File: src/rtl/rac_pkg.sv
package rac_pkg;
  // Configuration register groups, decoded from the top address bits.
  typedef enum logic [1:0] {
    SEL_CODE_BND = 2'd0,
    SEL_DATA_BND = 2'd1,
    SEL_PERM     = 2'd2,
    SEL_LOCK     = 2'd3
  } cfgSel_e;

  // Strobes from control to datapath.
  typedef struct packed {
    logic bndWr;
    logic bndIsData;
    logic bndIsEnd;
    logic permWr;
    logic permIsCode;
  } racStrobe_t;

  // Bit positions inside one 3-bit matrix entry.
  localparam int PERM_R = 0;
  localparam int PERM_W = 1;
  localparam int PERM_X = 2;
endpackage

File: src/rtl/rac_range_sel.sv
module rac_range_sel #(
  parameter int ADDR_W = 32,
  parameter int NREG   = 8,
  parameter int IDX_W  = 4
) (
  input  logic [ADDR_W-1:0]            addr,
  input  logic [NREG-1:0][ADDR_W-1:0]  starts,
  input  logic [NREG-1:0][ADDR_W-1:0]  ends,
  output logic [IDX_W-1:0]             idx
);
  localparam logic [IDX_W-1:0] NONE_IDX = IDX_W'(NREG);

  logic [NREG-1:0] hit;

  for (genvar g = 0; g < NREG; g++) begin : g_cmp
    assign hit[g] = (addr >= starts[g]) && (addr < ends[g]);
  end

  // Lowest index wins: scan from the top down so the last match is the lowest.
  always_comb begin
    idx = NONE_IDX;
    for (int i = NREG - 1; i >= 0; i--) begin
      if (hit[i]) idx = IDX_W'(i);
    end
  end
endmodule

File: src/rtl/rac_datapath.sv
module rac_datapath
  import rac_pkg::*;
#(
  parameter int ADDR_W = 32,
  parameter int NREG   = 8,
  parameter int RIDX_W = 3,
  parameter int IDX_W  = 4
) (
  input  logic                 clk,
  input  logic                 rstN,
  input  racStrobe_t           strobe,
  input  logic [RIDX_W-1:0]    cfgIdx,
  input  logic [ADDR_W-1:0]    cfgWrData,
  input  logic                 accValid,
  input  logic [ADDR_W-1:0]    accPc,
  input  logic                 accMem,
  input  logic                 accStore,
  input  logic [ADDR_W-1:0]    accAddr,
  output logic                 violValid,
  output logic [1:0]           violCause,
  output logic [ADDR_W-1:0]    violPc,
  output logic [ADDR_W-1:0]    violAddr
);
  localparam logic [IDX_W-1:0] NONE_IDX = IDX_W'(NREG);

  logic [NREG-1:0][ADDR_W-1:0] codeStart, codeEnd, dataStart, dataEnd;
  logic [2:0] permData [NREG][NREG];
  logic [2:0] permCode [NREG][NREG];

  logic [IDX_W-1:0] curCode, curData, prevCode;
  logic             prevValid;
  logic             xferDeny, dataDeny;
  logic [2:0]       xferEntry, dataEntry;

  // Configuration storage
  always_ff @(posedge clk) begin
    if (!rstN) begin
      codeStart <= '0;
      codeEnd   <= '0;
      dataStart <= '0;
      dataEnd   <= '0;
      for (int s = 0; s < NREG; s++) begin
        for (int t = 0; t < NREG; t++) begin
          permData[s][t] <= '0;
          permCode[s][t] <= '0;
        end
      end
    end else begin
      if (strobe.bndWr) begin
        unique case ({strobe.bndIsData, strobe.bndIsEnd})
          2'b00: codeStart[cfgIdx] <= cfgWrData;
          2'b01: codeEnd[cfgIdx]   <= cfgWrData;
          2'b10: dataStart[cfgIdx] <= cfgWrData;
          default: dataEnd[cfgIdx] <= cfgWrData;
        endcase
      end
      if (strobe.permWr) begin
        for (int t = 0; t < NREG; t++) begin
          if (strobe.permIsCode) permCode[cfgIdx][t] <= cfgWrData[3*t +: 3];
          else                   permData[cfgIdx][t] <= cfgWrData[3*t +: 3];
        end
      end
    end
  end

  rac_range_sel #(.ADDR_W(ADDR_W), .NREG(NREG), .IDX_W(IDX_W)) codeSel_i (
    .addr(accPc), .starts(codeStart), .ends(codeEnd), .idx(curCode));

  rac_range_sel #(.ADDR_W(ADDR_W), .NREG(NREG), .IDX_W(IDX_W)) dataSel_i (
    .addr(accAddr), .starts(dataStart), .ends(dataEnd), .idx(curData));

  // The MSB of an index is set only for the "none" value (NREG is a power of two).
  assign xferEntry = permCode[prevCode[RIDX_W-1:0]][curCode[RIDX_W-1:0]];
  assign dataEntry = permData[curCode[RIDX_W-1:0]][curData[RIDX_W-1:0]];

  always_comb begin
    xferDeny = prevValid &&
               (prevCode[IDX_W-1] || curCode[IDX_W-1] || !xferEntry[PERM_X]);
    dataDeny = accMem &&
               (curCode[IDX_W-1] || curData[IDX_W-1] ||
                !(accStore ? dataEntry[PERM_W] : dataEntry[PERM_R]));
  end

  // Transition history and registered violation report
  always_ff @(posedge clk) begin
    if (!rstN) begin
      prevCode  <= NONE_IDX;
      prevValid <= 1'b0;
      violValid <= 1'b0;
      violCause <= '0;
      violPc    <= '0;
      violAddr  <= '0;
    end else begin
      violValid <= accValid && (xferDeny || dataDeny);
      if (accValid) begin
        prevCode  <= curCode;
        prevValid <= 1'b1;
        if (xferDeny || dataDeny) begin
          violCause <= {dataDeny, xferDeny};
          violPc    <= accPc;
          violAddr  <= accAddr;
        end
      end
    end
  end
endmodule

File: config.mk
export PLATFORM = sky130hd
export DESIGN_NAME = rac_datapath
export DESIGN_NICKNAME = d
export VERILOG_FILES = /design/src/rtl/rac_pkg.sv /design/src/rtl/rac_range_sel.sv /design/src/rtl/rac_datapath.sv
export SDC_FILE = /design/constraint.sdc
export NUM_CORES = 2
export LEC_CHECK = 0
export BUFFER_PORTS_ARGS = -buffer_cell sky130_fd_sc_hd__buf_2
export CAP_MARGIN = 40
export CORE_MARGIN = 2
export CORE_UTILIZATION = 55
export DETAILED_ROUTE_END_ITERATION = 10
export PLACE_DENSITY = 0.8
export SYNTH_ARGS = -nofsm -noshare
export SYNTH_HDL_FRONTEND = slang
export SYNTH_SLANG_ARGS = --single-unit
File: constraint.sdc
create_clock -name clk -period 5.1 [get_ports clk]
set_input_delay 0 -clock clk [delete_from_list [all_inputs] [get_ports clk]]
set_output_delay 0 -clock clk [all_outputs]
set_load 0.1 [all_outputs]
==> flow_summary.ini <==
[status]
status = finished, violations left
violations = setup timing

[setup_path]
setup.worst_path.class = register to register
worstSetupEndpointType = register
cp.required_ns = 5.77
crit_fanout = 6
critPathArrivalTime_ns = 5.83
start_kind = register

[logic_synthesis]
synth.avg_cell_area_sq_um = 7.97
synth_nets = 10253
synth_edf_count = 192
synth_async_sr_flop_share_pct = 0
synth_top_cell_by_area = dfxtp_1
synth_compound_area_share_pct = 15.6
seq_area_frac_synth_pct = 38.1
netlist_area_sq_um = 72800
yosys-mux-area-fraction_pct = 2.10
yosys.area_share.simple_pct = 18.8
synth_seq_cells = 1291
synthXorXnorAreaFrac_pct = 0
synth_area_leaders = dfxtp_1 (30%), ha_1 (17%), nand2_1 (12%)
ys.flop_type = dfxtp_1
yosysWarnings = 0
synth_fa_ha_area_share_pct = 17.3
synthDistinctLibCells = 90
synth_top_area_share_pct = 30.2
synth_top_family_by_area = simple AND/OR/NAND/NOR gates
syn_inst = 9136

[global_route]
grt_pass1_vias = 65387
antenna_found_initial = 16
globalRouteOverflowTotal = 0
track_usage_pct = 35.1
grt_first_pass_wirelength_microns = 371000
grt_max_degree = 147

[detailed_routing]
via_count = 68187
drt.antenna.violating_nets = 0
firstDrtPassIters = 9
first_iter_violations = 7798
via_per_inst = 6.01
avgRoutedWirePerCell_microns = 21.7
drc = 0
finalWirelength_microns = 247000

[finish]
layout_commonest_cell = nand2_1
nets = 10591
drive_gt1_share_pct = 10.6
area_growth_syn_to_layout_pct = 16.4
layout_common_cells = nand2_1 (2361), a21oi_1 (1349), dfxtp_1 (1083)

[clock_network]
htreeDepth = 4
clockBufferDepth = 3
cts_buffers = 140
clkTransAtPathRegs_ns = 0.06
clock_sinks = 1291
cts_tree = done
insertion_delay_ns = 0.81
cts_root_buf = clkbuf_16

[sta]
fin_crit_sh_pct = 101
setup_viol = 20
slew_headroom_pct = 29.7
fin_ws_ns = -0.0651
worst_pin_slew_ns = 1.05
rsz0062_at_grt = true
timing_hold_violations_final = 0
slew_viol_final = 0
period_minus_slack_ns = 5.17
finalClockSkew_ns = 0.0370
fmax_mhz = 194

[pwr]
p_leak_nw = 30.7
power.density_nw_per_um2 = 302
ir_drop_uv = 327
totalPowerFinal_w = 0.0256

[floorplanning]
die-height_microns = 368
die_w_microns = 368
num_io_pins = 176
row_count = 133
start_util_pct = 55.4
core-area_sq_um = 131000
die_area_sq_um = 135000

[min_path]
hp-class = input pin to register

[placed_design]
gp_congestion = 0.936
pre_cts_ws_ns = -0.644
dp.final_hpwl_microns = 158000
port_buffers = 175

[flow_run]
cap_violations = 0
## flip-flops by register name, indices dropped and copies added (netlist names), named ones only
register,cells
codeEnd,256
violCause,2
prevCode,4
dataStart,256
violValid,1
dataEnd,256
prevValid,1
violPc,32
permData,128
codeStart,256
violAddr,32
permCode,64
## routing by layer
metal	vias up	wire length (microns)	track usage (%)	part of all wire [%]
li1	31297	-	-	-
met1	32031	93800	45.5	38
met2	3849	105000	53.9	43
met3	996	31400	8.05	13
met4	14	16100	19.9	6.5
met5	-	102	0	0.041
## stage by stage
step	hold slack (ns)	cell area [sq um]	std cells	setup TNS, ns	utilization, %
after global placement	0.304	76900	10901	-32.27	58.5
after detailed placement	0.327	77600	10939	-36.26	59.0
after CTS	0.00600	84000	11321	-0.00710	63.9
after floorplan	0.136	72800	9136	0	-
after global routing	0.0515	84700	11347	-5.54	64.4
final	0.0336	84700	11350	-0.545	64.4
## layout make-up
| type | instances | area [sq um] |
|---|---|---|
| Fill cell | 10469 | 46800 |
| Antenna cell | 9 | 22.5 |
| Multi-Input combinational cell | 6324 | 40000 |
| Tap cell | 1755 | 2200 |
| Sequential cell | 1291 | 27800 |
| Inverter | 1021 | 3840 |
| Timing Repair Buffer | 696 | 6170 |
| Clock buffer | 200 | 4110 |
| Clock inverter | 54 | 614 |
## critical path: stages (launching register included)
cell and delay (ns):
dfxtp_1 0.33, inv_1 0.05, ha_1 0.29, nand4_1 0.15, nor4_2 0.32, buf_4 0.19
o211ai_1 0.09, a31oi_1 0.25, a211oi_1 0.10, buf_4 0.17, o41a_1 0.14, or3_4 0.43
o22ai_4 0.17, buf_6 0.15, buf_12 0.10, buf_16 0.12, buf_8 0.12, mux2i_4 0.23
mux2i_1 0.11, o211a_1 0.24, a2111oi_4 0.40, o2bb2ai_4 0.21, nor2_8 0.07, buf_12 0.15
buf_12 0.13, buf_12 0.14, mux2i_2 0.15
## synthesized netlist by cell type (54+ instances only)
master and n:
nand2_1 2362, a21oi_1 1358, dfxtp_1 1099, inv_1 1021
ha_1 1008, clkbuf_1 468, o21ai_0 207, and2_1 199
edfxtp_1 192, nor2_1 178, nand4_1 143, a21o_1 103
nand3_1 101, mux2i_1 85, a211oi_1 54
## final timing paths
path,slack (ns),cells past startpoint,start,end
worst max-delay path,-0.07,26,codeEnd[81]$_SDFFE_PN0P_,violAddr[12]$_SDFFE_PN0P_
worst min-delay path,0.03,5,accAddr[28],violAddr[28]$_SDFFE_PN0P_
worst max register to register,-0.07,26,codeEnd[81]$_SDFFE_PN0P_,violAddr[12]$_SDFFE_PN0P_
worst min register to register,0.45,2,codeEnd[0]$_SDFFE_PN0P_,codeEnd[0]$_SDFFE_PN0P_
## what timing repair did
action	in CTS	in global routing
pin swaps	27	67
endpoints found under the setup margin	67	67
hold buffers	106	0
cloned	6	3
hold endpoints to repair	1095	0
gates resized for setup	66	98
setup buffers	18	23
## where the power goes
group / switching [W] / internal (W) / total, W / leakage (nW)
registers: 0.000126 / 0.0105 / 0.0107 / 10.7
logic: 0.00283 / 0.00152 / 0.00435 / 17.6
clock network: 0.00446 / 0.00611 / 0.0106 / 2.34
## cells by family (layout without fill, tap and decap cells)
| logic type | count (synthesis) | count (layout) |
|---|---|---|
| mux | 120 | 120 |
| simple gates | 3202 | 3202 |
| other cells | 0 | 9 |
| compound gates | 1993 | 1994 |
| fa+ha+maj | 1008 | 1008 |
| buf+inv | 1522 | 1971 |
| flops | 1291 | 1291 |
(Power assumes the default switching activity.)
